## src/rtl/winupd_pkg.sv

```systemverilog
package winupd_pkg;

    typedef enum logic [1:0] {
        OP_UPDATE  = 2'd0,
        OP_ENABLE  = 2'd1,
        OP_DISABLE = 2'd2,
        OP_NONE    = 2'd3
    } op_e;

    typedef enum logic [3:0] {
        ST_RST_LO,
        ST_RST_WAIT,
        ST_PWR_CMD,
        ST_PWR_RSP,
        ST_IDLE,
        ST_COL_CMD,
        ST_COL_ARG,
        ST_ROW_CMD,
        ST_ROW_ARG,
        ST_MEM_CMD,
        ST_PIX_GET,
        ST_PIX_HI,
        ST_PIX_LO,
        ST_DONE
    } state_e;

    localparam logic [7:0] CMD_COL_WIN = 8'h2A;
    localparam logic [7:0] CMD_ROW_WIN = 8'h2B;
    localparam logic [7:0] CMD_MEM_WR  = 8'h2C;
    localparam logic [7:0] CMD_PWR_RD  = 8'h0A;
    localparam logic [7:0] PWR_KEEP    = 8'h7C;
    localparam logic [7:0] PWR_LIVE    = 8'h1C;

endpackage

```

## src/rtl/winupd_tick.sv

```systemverilog
module winupd_tick #(
    parameter int CYC_PER_MS = 250000
) (
    input  logic clk,
    input  logic rst_n,
    output logic tick
);
    localparam int CW = $clog2((CYC_PER_MS > 1) ? CYC_PER_MS : 2);
    localparam logic [CW-1:0] LAST = CW'(CYC_PER_MS - 1);

    logic [CW-1:0] cnt_q;

    always_ff @(posedge clk or negedge rst_n) begin
        if (!rst_n)
            cnt_q <= '0;
        else if (cnt_q == LAST)
            cnt_q <= '0;
        else
            cnt_q <= cnt_q + 1'b1;
    end

    assign tick = (cnt_q == LAST);
endmodule

```

## src/rtl/winupd_geom.sv

```systemverilog
module winupd_geom #(
    parameter int COORD_W = 16,
    localparam int NPW = 2 * COORD_W
) (
    input  logic [COORD_W-1:0] x0,
    input  logic [COORD_W-1:0] x1,
    input  logic [COORD_W-1:0] y0,
    input  logic [COORD_W-1:0] y1,
    output logic [31:0]        col_arg,
    output logic [31:0]        row_arg,
    output logic [NPW-1:0]     npix
);
    logic [COORD_W-1:0] x_last, y_last;

    always_comb begin
        x_last  = x1 - COORD_W'(1);
        y_last  = y1 - COORD_W'(1);
        col_arg = {16'(x0), 16'(x_last)};
        row_arg = {16'(y0), 16'(y_last)};
        npix    = NPW'(x1 - x0) * NPW'(y1 - y0);
    end
endmodule

```

## src/rtl/winupd_seq.sv

```systemverilog
module winupd_seq
    import winupd_pkg::*;
#(
    parameter int CYC_PER_MS  = 250000,
    parameter int H_RES       = 240,
    parameter int V_RES       = 320,
    parameter int COORD_W     = 16,
    parameter int RST_LOW_MS  = 20,
    parameter int RST_WAIT_MS = 120
) (
    input  logic               clk,
    input  logic               rst_n,
    input  logic               bl_present,
    input  logic               req_valid,
    output logic               req_ready,
    input  logic [1:0]         req_op,
    input  logic [COORD_W-1:0] req_x0,
    input  logic [COORD_W-1:0] req_x1,
    input  logic [COORD_W-1:0] req_y0,
    input  logic [COORD_W-1:0] req_y1,
    output logic               seq_done,
    output logic               disp_on,
    output logic               panel_rst_n,
    input  logic               pix_valid,
    output logic               pix_ready,
    input  logic [15:0]        pix_data,
    output logic               out_valid,
    input  logic               out_ready,
    output logic               out_dc,
    output logic               out_rd,
    output logic [7:0]         out_data,
    input  logic               rsp_valid,
    input  logic [7:0]         rsp_data
);
    localparam int MS_MAX = (RST_WAIT_MS > RST_LOW_MS) ? RST_WAIT_MS : RST_LOW_MS;
    localparam int MSW    = $clog2(MS_MAX + 1);
    localparam int NPW    = 2 * COORD_W;
    localparam logic [COORD_W-1:0] FULL_W = COORD_W'(H_RES);
    localparam logic [COORD_W-1:0] FULL_H = COORD_W'(V_RES);

    state_e             state_q, state_d;
    logic               enabled_q, blank_q, disp_on_q;
    logic [MSW-1:0]     ms_q;
    logic [1:0]         arg_q;
    logic [NPW-1:0]     left_q;
    logic [15:0]        pix_q;
    logic [COORD_W-1:0] x0_q, x1_q, y0_q, y1_q;
    logic               tick;
    logic [31:0]        col_arg, row_arg;
    logic [NPW-1:0]     npix;
    logic               starts_seq;

    winupd_tick #(.CYC_PER_MS(CYC_PER_MS)) u_tick (
        .clk  (clk),
        .rst_n(rst_n),
        .tick (tick)
    );

    winupd_geom #(.COORD_W(COORD_W)) u_geom (
        .x0     (x0_q),
        .x1     (x1_q),
        .y0     (y0_q),
        .y1     (y1_q),
        .col_arg(col_arg),
        .row_arg(row_arg),
        .npix   (npix)
    );

    // Whether an accepted request opens a command sequence
    always_comb begin
        unique case (op_e'(req_op))
            OP_UPDATE:  starts_seq = enabled_q;
            OP_ENABLE:  starts_seq = 1'b1;
            OP_DISABLE: starts_seq = !bl_present;
            default:    starts_seq = 1'b0;
        endcase
    end

    // Next-state logic
    always_comb begin
        state_d = state_q;
        unique case (state_q)
            ST_RST_LO:   if (tick && ms_q == MSW'(RST_LOW_MS - 1))  state_d = ST_RST_WAIT;
            ST_RST_WAIT: if (tick && ms_q == MSW'(RST_WAIT_MS - 1)) state_d = ST_PWR_CMD;
            ST_PWR_CMD:  if (out_ready) state_d = ST_PWR_RSP;
            ST_PWR_RSP:  if (rsp_valid) state_d = ST_IDLE;
            ST_IDLE:     if (req_valid && starts_seq) state_d = ST_COL_CMD;
            ST_COL_CMD:  if (out_ready) state_d = ST_COL_ARG;
            ST_COL_ARG:  if (out_ready && arg_q == 2'd3) state_d = ST_ROW_CMD;
            ST_ROW_CMD:  if (out_ready) state_d = ST_ROW_ARG;
            ST_ROW_ARG:  if (out_ready && arg_q == 2'd3) state_d = ST_MEM_CMD;
            ST_MEM_CMD:  if (out_ready) state_d = (npix == '0) ? ST_DONE : ST_PIX_GET;
            ST_PIX_GET:  if (blank_q || pix_valid) state_d = ST_PIX_HI;
            ST_PIX_HI:   if (out_ready) state_d = ST_PIX_LO;
            ST_PIX_LO:   if (out_ready) state_d = (left_q == NPW'(1)) ? ST_DONE : ST_PIX_GET;
            ST_DONE:     state_d = ST_IDLE;
            default:     state_d = ST_RST_LO;
        endcase
    end

    // State register
    always_ff @(posedge clk or negedge rst_n) begin
        if (!rst_n) state_q <= ST_RST_LO;
        else        state_q <= state_d;
    end

    // Datapath registers
    always_ff @(posedge clk or negedge rst_n) begin
        if (!rst_n) begin
            enabled_q <= 1'b0;
            blank_q   <= 1'b0;
            disp_on_q <= 1'b0;
            ms_q      <= '0;
            arg_q     <= '0;
            left_q    <= '0;
            pix_q     <= '0;
            x0_q      <= '0;
            x1_q      <= '0;
            y0_q      <= '0;
            y1_q      <= '0;
        end else begin
            if ((state_q == ST_RST_LO || state_q == ST_RST_WAIT) && tick)
                ms_q <= (state_d != state_q) ? '0 : ms_q + 1'b1;
            if (state_q == ST_PWR_RSP && rsp_valid)
                disp_on_q <= ((rsp_data & PWR_KEEP) == PWR_LIVE);
            if (state_q == ST_IDLE && req_valid) begin
                unique case (op_e'(req_op))
                    OP_UPDATE: begin
                        x0_q <= req_x0; x1_q <= req_x1;
                        y0_q <= req_y0; y1_q <= req_y1;
                        blank_q <= 1'b0;
                    end
                    OP_ENABLE: begin
                        enabled_q <= 1'b1;
                        x0_q <= '0; x1_q <= FULL_W;
                        y0_q <= '0; y1_q <= FULL_H;
                        blank_q <= 1'b0;
                    end
                    OP_DISABLE: begin
                        enabled_q <= 1'b0;
                        x0_q <= '0; x1_q <= FULL_W;
                        y0_q <= '0; y1_q <= FULL_H;
                        blank_q <= 1'b1;
                    end
                    default: ;
                endcase
            end
            if ((state_q == ST_COL_ARG || state_q == ST_ROW_ARG) && out_ready)
                arg_q <= arg_q + 1'b1;
            if (state_q == ST_MEM_CMD && out_ready)
                left_q <= npix;
            if (state_q == ST_PIX_GET)
                pix_q <= blank_q ? 16'h0000 : pix_data;
            if (state_q == ST_PIX_LO && out_ready)
                left_q <= left_q - 1'b1;
        end
    end

    // Outputs decoded from the state
    always_comb begin
        out_valid   = 1'b0;
        out_dc      = 1'b0;
        out_rd      = 1'b0;
        out_data    = 8'h00;
        pix_ready   = 1'b0;
        req_ready   = 1'b0;
        seq_done    = 1'b0;
        panel_rst_n = 1'b1;
        unique case (state_q)
            ST_RST_LO:   panel_rst_n = 1'b0;
            ST_PWR_CMD:  begin out_valid = 1'b1; out_rd = 1'b1; out_data = CMD_PWR_RD; end
            ST_IDLE:     req_ready = 1'b1;
            ST_COL_CMD:  begin out_valid = 1'b1; out_data = CMD_COL_WIN; end
            ST_COL_ARG:  begin out_valid = 1'b1; out_dc = 1'b1; out_data = col_arg[{~arg_q, 3'b000} +: 8]; end
            ST_ROW_CMD:  begin out_valid = 1'b1; out_data = CMD_ROW_WIN; end
            ST_ROW_ARG:  begin out_valid = 1'b1; out_dc = 1'b1; out_data = row_arg[{~arg_q, 3'b000} +: 8]; end
            ST_MEM_CMD:  begin out_valid = 1'b1; out_data = CMD_MEM_WR; end
            ST_PIX_GET:  pix_ready = !blank_q;
            ST_PIX_HI:   begin out_valid = 1'b1; out_dc = 1'b1; out_data = pix_q[15:8]; end
            ST_PIX_LO:   begin out_valid = 1'b1; out_dc = 1'b1; out_data = pix_q[7:0]; end
            ST_DONE:     seq_done = 1'b1;
            default: ;
        endcase
    end

    assign disp_on = disp_on_q;
endmodule

```

## config.mk

```make
export PLATFORM = sky130hd
export DESIGN_NAME = winupd_seq
export DESIGN_NICKNAME = d
export VERILOG_FILES = /design/src/rtl/winupd_pkg.sv /design/src/rtl/winupd_tick.sv /design/src/rtl/winupd_geom.sv /design/src/rtl/winupd_seq.sv
export SDC_FILE = /design/constraint.sdc
export NUM_CORES = 1
export LEC_CHECK = 0
export ABC_AREA = 1
export CAP_MARGIN = 30
export CORE_MARGIN = 10
export CORE_UTILIZATION = 48
export CTS_BUF_LIST = sky130_fd_sc_hd__clkbuf_8
export DETAILED_ROUTE_END_ITERATION = 10
export DONT_BUFFER_PORTS = 1
export GPL_TIMING_DRIVEN = 0
export HOLD_SLACK_MARGIN = 0.06
export PLACE_DENSITY_LB_ADDON = 0.3
export SYNTH_ARGS = -nofsm -noshare
export SYNTH_HDL_FRONTEND = slang
export SYNTH_SLANG_ARGS = --single-unit
```

## constraint.sdc

```tcl
create_clock -name clk -period 9.45 [get_ports clk]
set_input_delay 1.89 -clock clk [delete_from_list [all_inputs] [get_ports clk]]
set_output_delay 1.89 -clock clk [all_outputs]
set_load 0.1 [all_outputs]
```

==> metrics <==
status completed; combinational power share 3.8%; Final period util 97.5%; largest net degree at the start of global routing 147; I/O Pins 113; WL final 66800 um; vias per cell 5.51; sequential fraction of the synthesis area 16.3%; cell with the most instances after synthesis nand2_1; reg2reg setup slack 0.23 ns; EDFF count, synth 0; max-slew violations 0; Worst R2R Start x0_q[3]; clock sinks 146; Mapped Area 0.0224 mm^2; 1st-iter DRT viols 1499; via count 19300; largest cells by area after synthesis fa_1 31%, dfrtp_1 16%, nand2_1 9.8%; Clock Path Buffers 2; slowest CP cell fa_1; CTS buffer count 17; share of cells above drive strength 1 13.4%; VDD IR-drop max 0.0849 mV; Overflow after GRT 0; Post-CTS Hold Fix Bufs 0; PwrDens 48.6 mW/mm^2; flops & latches, synth 146; Worst Clk Skew 0.0213 ns; Final Non-Filler Cells 3506; FF-to-FF End ms_q[5]; Crit path buffers/inverters 5; most frequent cells after synthesis 587 x nand2_1, 561 x inv_1, 350 x fa_1, 231 x nor2_1, 163 x o21ai_0; area leader, netlist fa_1; CP Capture Point ms_q[5]; area growth from synthesis to layout 12.8%; HPWL Detailed 56000 um; layout net count 3492; cell mode on critical path fa_1; vias in the first global route 19700; Leak 11.0 nW; Hold Crit Class flip-flop to flip-flop; Die Width 236 um; Core ar. 0.0464 mm^2; Stages on worst setup path 44; CTS tree built; post-synth top area share 31.2%; crit path capture type flip-flop; worst slew pin tran 0.929 ns; crit path launch type flip-flop; Switch Pwr 323 uW; MaxCap Viol Count 0; row count 79; cells after synthesis 2810; fill count 4292; Synth Flop Type dfrtp_1; DRC violation count after routing 0; clk root buf clkbuf_8; Fin Hold WS 0.457 ns; syn_area_per_cell 7.99 um^2; First-pass DRT Iterations 5; clock network power share 44.1%; pre-CTS setup slack -1.02 ns; reg2reg path depth 44; worst-skew pair later-pin latency 0.50 ns; max incr delay on CP 0.59 ns; initial antenna violation count 0; Max Freq 109 MHz; chip height 236 um; Final Util 54.6%; Final min period 9.22 ns; Max Fanout on Critical Path 7; setup tns final 0 ns; ant diodes 0; Final Hold Viols 0; Worst slew margin 38.1%; Finish-stage setup viols 0; GRT Total Usage 23.7%; routed length per instance 19.0 um; Ys Warns 0; Worst-path clk slew 0.10 ns; Die ar. 0.0558 mm^2; worst setup margin 0.234 ns; CP Data Arrival Time 9.64 ns; # placed instances 3432; P_int 909 uW; global placement routability congestion 1.00; Flop pwr share 52.2%; CP top delay family adder cells; H-tree Lvls 4; # port buffers 0; first-pass GRT wire length 106000 um; ys async rst share 100%; starting density of the core 48.4%; worst path required time 9.88 ns; crit path from x0_q[3]; Sw Ratio 26.2%; Synth cell types 61; syn nets 3416; WS Path Type flip-flop to flip-flop; Routed Antenna Nets 0
-- power by group through the flow --
stage | Clock (mW) | Sequential (mW) | Combinational (mW)
after detailed placement | 0 | 0.655 | 0.0450
final | 0.543 | 0.643 | 0.0464
after global routing | 0.575 | 0.644 | 0.0527
after global placement | 0 | 0.655 | 0.0432
after CTS | 0.551 | 0.643 | 0.0453
after floorplan | 0 | 0.653 | 0.0345
-- metal layers --
| metal | global-route usage (%) | up-vias | routed length [um] |
|---|---|---|---|
| met5 | 0 | - | 0 |
| met4 | 7.45 | 0 | 1990 |
| met3 | 3.52 | 99 | 4880 |
| met2 | 40.0 | 785 | 32100 |
| met1 | 30.7 | 9591 | 27700 |
| li1 | - | 8847 | - |
-- sequential cells by signal, indices dropped and copies added (netlist names) --
signal and cells:
u_tick.cnt_q 18, y0_q 16, x1_q 16, arg_q 2, state_q 4, enabled_q 1, x0_q 16, disp_on 1
ms_q 7, y1_q 16, pix_q 16, blank_q 1, left_q 32
-- cell type report --
type                            instances  area [um^2]  area share, %
Buffer                                 65          313           1.23
Inverter                              577         2200           8.69
Multi-Input combinational cell       2021        17300           68.4
Clock buffer                           20          275           1.09
Tap cell                              607          759           3.00
Clock inverter                         12          145          0.573
Timing Repair Buffer                   58          653           2.58
Sequential cell                       146         3660           14.5
-- what timing repair did --
item | 4_1_cts | 5_1_grt
resized for setup | 75 | 234
endpoints found under the setup margin | 11 | 11
buffers inserted | 8 | 35
pin swaps | 5 | 75
endpoints found under the hold margin | 0 | 0
-- worst min path at each step --
stage / to / from / cells after the start / slack, ns
finish: u_tick.cnt_q[0] / u_tick.cnt_q[0] / 1 / 0.46
detailed placement: u_tick.cnt_q[0] / u_tick.cnt_q[0] / 1 / 0.45
CTS: u_tick.cnt_q[0] / u_tick.cnt_q[0] / 1 / 0.46
floorplan: u_tick.cnt_q[0] / u_tick.cnt_q[0] / 1 / 0.43
global route: u_tick.cnt_q[0] / u_tick.cnt_q[0] / 1 / 0.47
global placement: u_tick.cnt_q[0] / u_tick.cnt_q[0] / 1 / 0.45
-- cell usage in the layout (no fill, tap or decap), types with 13 or more instances in the layout --
cell	synthesis	layout
nor2_1	231	203
inv_2	7	32
nand3_1	134	128
inv_1	561	533
a21oi_2	8	23
nand2_2	19	39
xor2_1	61	53
nand2_4	4	15
buf_4	0	46
o21ai_0	163	155
fa_2	0	26
dfrtp_1	146	140
nand4_1	23	23
xnor2_1	23	18
nand2_1	587	555
a21oi_1	93	75
clkbuf_8	0	20
ha_1	159	134
nor2_2	10	22
ha_4	0	14
o21ai_1	6	13
clkbuf_1	62	43
nor3_1	25	23
nor2_4	1	17
fa_1	350	324
-- metrics by stage --
step / cell area (um^2) / total power, mW
floorplan: 22400 / 0.687
global placement: 23200 / 0.698
detailed placement: 23600 / 0.700
CTS: 24300 / 1.24
global route: 25300 / 1.27
finish: 25300 / 1.23
-- cells by family after synthesis --
kind of cell / count (synthesis) / synth area share, %
xor gates and xnor gates: 85 / 3.35
adders and majority gates: 509 / 40.1
DFF: 146 / 16.3
buffers and inverters: 643 / 10.8
and+or+nand+nor: 1084 / 20.6
AOI/OAI and AO/OA: 343 / 8.91
Power figures use the tool's default switching activity.
